## config.mk

```make
export PLATFORM = sky130hd
export DESIGN_NAME = ser7_lane_tx
export DESIGN_NICKNAME = d
export VERILOG_FILES = /design/src/rtl/ser7_pkg.sv /design/src/rtl/ser7_word_hold.sv /design/src/rtl/ser7_lane_shift.sv /design/src/rtl/ser7_lane_tx.sv
export SDC_FILE = /design/constraint.sdc
export NUM_CORES = 1
export LEC_CHECK = 0
export ABC_CLOCK_PERIOD_IN_PS = 2800
export BUFFER_PORTS_ARGS = -buffer_cell sky130_fd_sc_hd__buf_4
export CAP_MARGIN = 20
export CORE_ASPECT_RATIO = 1.75
export CORE_UTILIZATION = 54
export DETAILED_ROUTE_END_ITERATION = 16
export HOLD_SLACK_MARGIN = 0.03
export PLACE_DENSITY = 0.77
export SLEW_MARGIN = 0
export SYNTH_ARGS = -nofsm -noshare
export SYNTH_HDL_FRONTEND = slang
export SYNTH_SLANG_ARGS = --single-unit
```

## constraint.sdc

```tcl
create_clock -name clk -period 2.8 [get_ports clk]
set_input_delay 0.28 -clock clk [delete_from_list [all_inputs] [get_ports clk]]
set_output_delay 0.28 -clock clk [all_outputs]
set_load 0.02 [all_outputs]
```

## src/rtl/ser7_pkg.sv

```systemverilog
package ser7_pkg;
  localparam int unsigned DEF_LANES = 4;
  localparam int unsigned DEF_RATIO = 7;
  // Framing pattern, MSB transmitted first in each slot.
  localparam logic [6:0] DEF_FRAME_PAT = 7'b1100011;
endpackage

```

## src/rtl/ser7_word_hold.sv

```systemverilog
module ser7_word_hold #(
  parameter int unsigned WORD_W = 28
) (
  input  logic              clk,
  input  logic              rst_n,
  input  logic              take,
  input  logic              keep,
  input  logic [WORD_W-1:0] din,
  output logic [WORD_W-1:0] hold,
  output logic              slot_load
);
  // First stage of the double buffer: captured at the strobe, copied to the
  // shifters one cycle later, so later input activity cannot tear it.
  always_ff @(posedge clk) begin
    if (!rst_n) begin
      hold      <= '0;
      slot_load <= 1'b0;
    end else begin
      slot_load <= take;
      if (take) hold <= keep ? din : '0;
    end
  end
endmodule

```

## src/rtl/ser7_lane_shift.sv

```systemverilog
module ser7_lane_shift #(
  parameter int unsigned RATIO = 7
) (
  input  logic             clk,
  input  logic             rst_n,
  input  logic             load,
  input  logic [RATIO-1:0] par,
  output logic             ser
);
  logic [RATIO-1:0] sr;

  always_ff @(posedge clk) begin
    if (!rst_n)    sr <= '0;
    else if (load) sr <= par;
    else           sr <= {sr[RATIO-2:0], 1'b0};
  end

  assign ser = sr[RATIO-1];
endmodule

```

## src/rtl/ser7_lane_tx.sv

```systemverilog
module ser7_lane_tx
  import ser7_pkg::*;
#(
  parameter int unsigned      LANES       = DEF_LANES,
  parameter int unsigned      RATIO       = DEF_RATIO,
  parameter logic [RATIO-1:0] CLK_PATTERN = DEF_FRAME_PAT,
  localparam int unsigned     WORD_W      = LANES * RATIO
) (
  input  logic              clk,
  input  logic              rst_n,
  input  logic              pclk_strobe,
  input  logic              in_valid,
  input  logic [WORD_W-1:0] in_word,
  output logic              in_ready,
  output logic [LANES-1:0]  lane_out,
  output logic              clk_lane
);
  logic [WORD_W-1:0] hold;
  logic              slot_load;

  assign in_ready = pclk_strobe;

  ser7_word_hold #(.WORD_W(WORD_W)) u_hold (
    .clk       (clk),
    .rst_n     (rst_n),
    .take      (pclk_strobe),
    .keep      (in_valid),
    .din       (in_word),
    .hold      (hold),
    .slot_load (slot_load)
  );

  for (genvar g = 0; g < LANES; g++) begin : g_lane
    ser7_lane_shift #(.RATIO(RATIO)) u_shift (
      .clk   (clk),
      .rst_n (rst_n),
      .load  (slot_load),
      .par   (hold[g*RATIO +: RATIO]),
      .ser   (lane_out[g])
    );
  end

  ser7_lane_shift #(.RATIO(RATIO)) u_frame (
    .clk   (clk),
    .rst_n (rst_n),
    .load  (slot_load),
    .par   (CLK_PATTERN),
    .ser   (clk_lane)
  );
endmodule

```

==> results of run 1 <==
-- worst min-delay path: stages --
cell,delay (ps)
buf_4,100
nand2_1,50
o21ai_1,50
-- report_power, final --
part	total [mW]	switching, mW	internal [mW]
clock	0.706	0.316	0.389
combinational	0.113	0.0489	0.0640
sequential	0.957	0.0203	0.936
total	1.78	0.385	1.39
-- flip-flops by register name (all words and copies together) (netlist names) --
| signal | count |
|---|---|
| u_hold.slot_load | 1 |
| g_lane.u_shift.sr | 28 |
| u_frame.sr | 7 |
| u_hold.hold | 28 |
-- worst paths after layout --
path,from,end,slack [ps],cells after the start
min,in_word[18],u_hold.hold[18],190,3
max,u_hold.slot_load,g_lane[3].u_shift.sr[2],1450,2
min reg2reg,u_frame.sr[0],u_frame.sr[1],430,1
max reg2reg,u_hold.slot_load,g_lane[3].u_shift.sr[2],1450,2
-- cell type report --
class / instances / area share
timing repair buffer: 37 / 0.101
sequential: 64 / 0.468
tap: 49 / 0.0224
multi-input combinational: 146 / 0.342
clock buffer: 13 / 0.0616
clock inverter: 3 / 0.00547
-- layer usage --
layer	up-vias	part of all wire
met1	717	0.45
met3	6	0.041
met4	0	0.019
met2	36	0.49
li1	821	-
met5	-	0
-- cells in the mapped netlist, drive strengths merged --
| library cell | count |
|---|---|
| dfxtp | 64 |
| nand2 | 29 |
| nand3b | 28 |
| o21ai | 28 |
| nor2b | 25 |
| mux2i | 24 |
| buf | 22 |
| and2 | 5 |
| and3 | 4 |
| o21a | 3 |
| clkbuf | 2 |
-- cells by family after synthesis --
kind of cell    Yosys count
compound gates           31
buf+inv                  24
flops                    64
mux                      24
simple gates             91
-- per-stage QoR --
| step | hold WS, ps | setup slack [ps] | power (mW) |
|---|---|---|---|
| finish | 191 | 1450 | 1.78 |
| global route | 192 | 1350 | 1.86 |
| CTS | 174 | 1430 | 1.80 |
| detailed placement | 419 | 1450 | 1.09 |
| global placement | 408 | 1460 | 1.09 |
| floorplan | 405 | 1900 | 1.06 |
==> results.py, run 1 <==
metrics = {
    "timing": {
        "rsz0062_at_grt": "false",
        "hold_viol_final": 0,
        "finalCritPeriodShare": 0.482,
        "tightest_slew_ps": 855,
        "layout_min_cycle_time_ps": 1350,
        "maxSlewHeadroom": 0.430,
        "finalSetupViolCount": 0,
        "fmax_ghz": 0.741,
        "slew_viol_final": 0,
        "finalSetupTns_ps": 0,
        "finClkSkew_ps": 4.43,
    },
    "synth": {
        "muxShareOfSynthArea": 0.0991,
        "synth.area.top_cells": "dfxtp_1 53%, mux2i_1 9.9%, nand3b_1 8.7%",
        "synth_area_sq_um": 2420,
        "synth_area_leader_cell": "dfxtp_1",
        "synth-compound-area-share": 0.0671,
        "yosys.area_share.adder": 0,
        "syn_area_per_cell_sq_um": 10.4,
        "syn_nets": 266,
        "ys_warn_count": 0,
        "yosysSeqAreaShare": 0.529,
        "synthSimpleGateAreaFrac": 0.220,
        "syn_inst": 234,
        "synth_top_family_by_area": "simple AND/OR/NAND/NOR gates",
        "synth_cell_type_count": 16,
        "synth_xor_area_frac": 0,
        "synth_top_area_frac": 0.529,
        "synth_seq_cells": 64,
    },
    "clock_network": {
        "cts-hold-fix-buffers": 0,
        "cts.repair.resized": 0,
        "cts_setup_buffers": 0,
        "path_clk_slew_ps": 60,
        "cts_tree": "done",
        "clock_latency_ps": 330,
        "htree_levels": 3,
        "cts_root_buf": "clkbuf_8",
        "clock_sinks": 64,
        "cts_max_path_buffers": 2,
        "cts_buffers": 9,
    },
    "final_layout": {
        "drive_above_1_share": 0.205,
        "mostFrequentLayoutCells": "63 x dfxtp_1, 37 x buf_4, 28 x nand2_1, 28 x nand3b_1, 25 x nor2b_1",
        "nets": 290,
        "area_growth_pct": 13.2,
        "final_core_util": 0.649,
        "final_cells": 312,
        "seq_area_sq_um": 1280,
        "diodes": 0,
        "multi_input_area_sq_um": 937,
        "fill_cells": 366,
        "fin_area_sq_um": 2740,
        "final_common_cell": "dfxtp_1",
    },
    "drt": {
        "wl_per_cell_microns": 11.9,
        "vias_per_cell": 5.06,
        "drt_iter0_markers": 42,
        "drt-total-wl_mm": 3.71,
        "route.antenna.remaining_nets": 0,
        "firstDrtPassIters": 4,
        "vias": 1580,
        "drc": 0,
    },
    "global_routing": {
        "grt_overflow": 0,
        "grt_pass1_vias": 1556,
        "grt_most_used_layer": "met2",
        "grt_use_met3": 0.0741,
        "grt_start_max_net_pins": 91,
        "grt_pass1_wl_mm": 6.53,
        "use_met1": 0.203,
        "use_met2": 0.300,
        "antenna_found_initial": 0,
        "grt_usage": 0.187,
    },
    "die": {
        "ios": 38,
        "die-height_microns": 90.6,
        "dieArea_sq_um": 4770,
        "rows": 31,
        "initial_core_util": 0.573,
        "core_sq_um": 4230,
        "fp.dieW_microns": 52.6,
    },
    "power_and_ir_drop": {
        "peakVddDrop_uv": 483,
        "p_per_area_nw_per_um2": 647,
        "leakage_nw": 1.09,
    },
    "placement": {
        "gp_congestion": 0.676,
        "placed_area_sq_um": 2560,
        "dp.cells": 296,
        "portBuffers": 37,
    },
    "worst_hold_path": {
        "min_path_type": "in2reg",
    },
    "critical_path": {
        "end_kind": "flip-flop",
        "worstPathRequired_ps": 3020,
        "path_buf_inv": 0,
        "crit_fanout": 33,
        "cp.arrival_ps": 1570,
        "path_delay_family": "flip-flops",
        "slowest_stage": "dfxtp_2",
        "critPathLaunchType": "flip-flop",
        "crit_type": "reg2reg",
        "crit_chain": "mux2i_1, nor2b_1",
        "slowest_delay_ps": 890,
    },
    "run": {
        "drv_cap": 0,
    },
    "outcome": {
        "outcome": "complete, no violations",
    },
}
Note: power is estimated with default switching activity, not from simulation.
==> run 2: changes to the inputs <==
- ABC_AREA: default -> 1
- ABC_CLOCK_PERIOD_IN_PS: 2800 -> 1100
- CORE_UTILIZATION: 54 -> 49
- PLACE_DENSITY: 0.77 -> 0.74
- clock period: 2.8 -> 1.1 ns (I/O delays scaled with it)
==> run 2 against run 1 <==
- the flow now finishes with violations (DRC)
- routed wire length rose by 15%
- critical path type unchanged
- die area grew 1.0%
- highest routed layer unchanged
- synthesized cell count rose by 15%
- hold slack worse by 150 ps
- setup slack worse by 1300 ps
- sequential cell count did not move
- synthesized area shrank 8.3%
- clock skew grew 1.6 ps
- largest cell class unchanged
- core utilization shrank 3.9 points
- clock power rose to 2.6 times the previous value
- global-route usage increased by 1.5 points
- total power increased to 2.6 times the previous value
==> results.py, run 2 <==
metrics = {
    "placement": {
        "hpwl_mm": 2.65,
        "gp_congestion": 0.738,
        "portBuffers": 37,
    },
    "die": {
        "initial_core_util": 0.509,
        "dieArea_sq_um": 4820,
        "fp.dieW_microns": 52.9,
        "rows": 32,
        "core_sq_um": 4360,
        "ios": 38,
        "die-height_microns": 91.1,
    },
    "drt": {
        "drt-total-wl_mm": 4.25,
        "firstDrtPassIters": 10,
        "drc": 1,
        "vias": 1773,
        "route.antenna.remaining_nets": 0,
        "wl_per_cell_microns": 11.8,
        "vias_per_cell": 4.94,
        "drt_iter0_markers": 75,
    },
    "clock_network": {
        "path_clk_slew_ps": 70,
        "cts_max_path_buffers": 2,
        "htree_levels": 3,
        "cts_root_buf": "clkbuf_8",
        "clock_latency_ps": 340,
        "clock_sinks": 64,
        "cts_tree": "done",
        "cts_buffers": 9,
    },
    "synth": {
        "synth_area_leader_cell": "dfxtp_1",
        "synth.area.top_cells": "dfxtp_1 58%, nand2_1 14%, nand3_1 12%",
        "yosys-top-cells-count": "84 x nand2_1, 64 x dfxtp_1, 52 x nand3_1",
        "synth_edf_count": 0,
        "syn_inst": 270,
        "ys_warn_count": 0,
        "synth_area_sq_um": 2220,
        "synth_seq_cells": 64,
        "synth_cell_type_count": 11,
        "synth_flop_cell": "dfxtp_1",
        "syn_nets": 302,
        "synth_top_area_frac": 0.577,
        "ys_async_sr_fraction": 0,
        "syn_area_per_cell_sq_um": 8.23,
        "yosysSeqAreaShare": 0.577,
        "yosysMostFrequentCell": "nand2_1",
    },
    "worst_hold_path": {
        "min_path_type": "in2reg",
    },
    "global_routing": {
        "grt_pass1_vias": 1638,
        "grt_pass1_wl_mm": 7.00,
        "grt_start_max_net_pins": 29,
        "grt_usage": 0.202,
        "antenna_found_initial": 0,
        "grt_overflow": 0,
    },
    "timing": {
        "fmax_ghz": 1.02,
        "slew_viol_final": 0,
        "layout_min_cycle_time_ps": 983,
        "hold_viol_final": 0,
        "finalCritPeriodShare": 0.894,
        "finClkSkew_ps": 6.01,
        "maxSlewHeadroom": 0.673,
        "finalSetupTns_ps": 0,
        "finalSetupViolCount": 0,
        "rsz0062_at_grt": "false",
        "holdWs_ps": 45.1,
        "tightest_slew_ps": 490,
    },
    "critical_path": {
        "crit_chain": "clkinvlp_4, nand2_1, nor2_1",
        "critPathLaunchType": "flip-flop",
        "worstPathRequired_ps": 1340,
        "path_buf_inv": 1,
        "crit_type": "reg2reg",
        "cp.arrival_ps": 1220,
        "crit_fanout": 7,
        "end_kind": "flip-flop",
        "slowest_delay_ps": 470,
        "path_delay_family": "flip-flops",
        "slowest_stage": "dfxtp_2",
    },
    "final_layout": {
        "diodes": 0,
        "final_common_cell": "nand2_1",
        "nets": 335,
        "reg_top3": "g_lane.u_shift.sr: 28 flops, u_hold.hold: 28 flops, u_frame.sr: 7 flops",
        "area_growth_pct": 19.8,
        "mostFrequentLayoutCells": "84 x nand2_1, 63 x dfxtp_1, 52 x nand3_1",
        "drive_above_1_share": 0.201,
        "fill_cells": 406,
        "seq_area_sq_um": 1280,
        "multi_input_area_sq_um": 748,
    },
    "run": {
        "drv_cap": 0,
    },
    "power_and_ir_drop": {
        "clkPwrFrac": 0.406,
        "internal_power_mw": 3.55,
        "leakage_nw": 1.16,
        "p_per_area_nw_per_um2": 1720,
        "net-switching-power_mw": 1.02,
        "peakVddDrop_uv": 1450,
        "seqPwrFrac": 0.528,
        "netSwitchingFraction": 0.223,
        "comb_power_share": 0.066,
    },
    "outcome": {
        "violations": "DRC",
        "outcome": "finished with violations",
    },
}
## run 2: changes by cell type after synthesis, sizes merged, moves of 12 or more
| cell | delta |
|---|---|
| nand2 | +56 |
| nand3 | +52 |
| mux2i | -24 |
| o21ai | -28 |
| nand3b | -28 |
| inv | +12 |
| nor2b | -25 |
| a21oi | +28 |
## run 2: path summary, 6_finish.rpt
kind / slack [ps] / startpoint / end / cells past startpoint
hold reg to reg: 410 / u_frame.sr[1] / u_frame.sr[2] / 2
setup / recovery: 120 / u_hold.slot_load / u_frame.sr[4] / 3
hold / removal: 50 / in_word[19] / u_hold.hold[19] / 3
setup reg to reg: 120 / u_hold.slot_load / u_frame.sr[4] / 3
## run 2: logic make-up after synthesis
| group | count (synthesis) | synth area share |
|---|---|---|
| DFF | 64 | 0.577 |
| and+or+nand+nor | 144 | 0.274 |
| AOI/OAI and AO/OA | 28 | 0.0631 |
| buffers and inverters | 34 | 0.0867 |
## run 2: metal layers
layer  up-vias  global-route usage  share of wire
met4         0               0.112          0.027
met1       794               0.212           0.41
met2        40               0.332           0.52
li1        928                   -              -
met5         -                   0              0
met3        11              0.0720          0.045
## run 2: worst register-to-register path, delay by kind of cell (launching register included)
family / cells / cell delay (ps)
simple gates: 2 / 190
flops: 1 / 470
buf+inv: 1 / 230
## run 2: power groups by stage
stage	clock network [mW]	registers (mW)	logic (mW)
floorplan	0	2.46	0.183
global placement	0	2.46	0.289
detailed placement	0	2.46	0.292
CTS	1.90	2.41	0.297
global route	1.99	2.42	0.334
finish	1.85	2.41	0.300
## run 2: cell type report
class	count	area share
repair buffers	41	0.117
clock buffers	12	0.0508
well taps	51	0.0240
clock inverters	4	0.0169
inverters	12	0.0202
multi-input cells	172	0.281
repair inverters	3	0.00846
flip-flops and latches	64	0.482
## run 2: per-stage QoR
step | area [sq um] | instances | power (mW) | utilization | setup slack, ps
2_1_floorplan | 2220 | 270 | 2.64 | - | 281
3_3_place_gp | 2440 | 339 | 2.75 | 0.559 | -50.6
3_5_place_dp | 2440 | 339 | 2.75 | 0.559 | -117
4_1_cts | 2630 | 356 | 4.60 | 0.603 | 16.2
5_1_grt | 2660 | 359 | 4.74 | 0.610 | 45.4
6_report | 2660 | 359 | 4.57 | 0.610 | 117
## run 2: repair_timing
item,4_1_cts,5_1_grt
buffers inserted,0,0
setup endpoints to repair,27,5
pin swaps,0,0
endpoints found under the hold margin,0,1
hold buffers,0,1
gates cloned,1,2
gates resized for setup,3,4
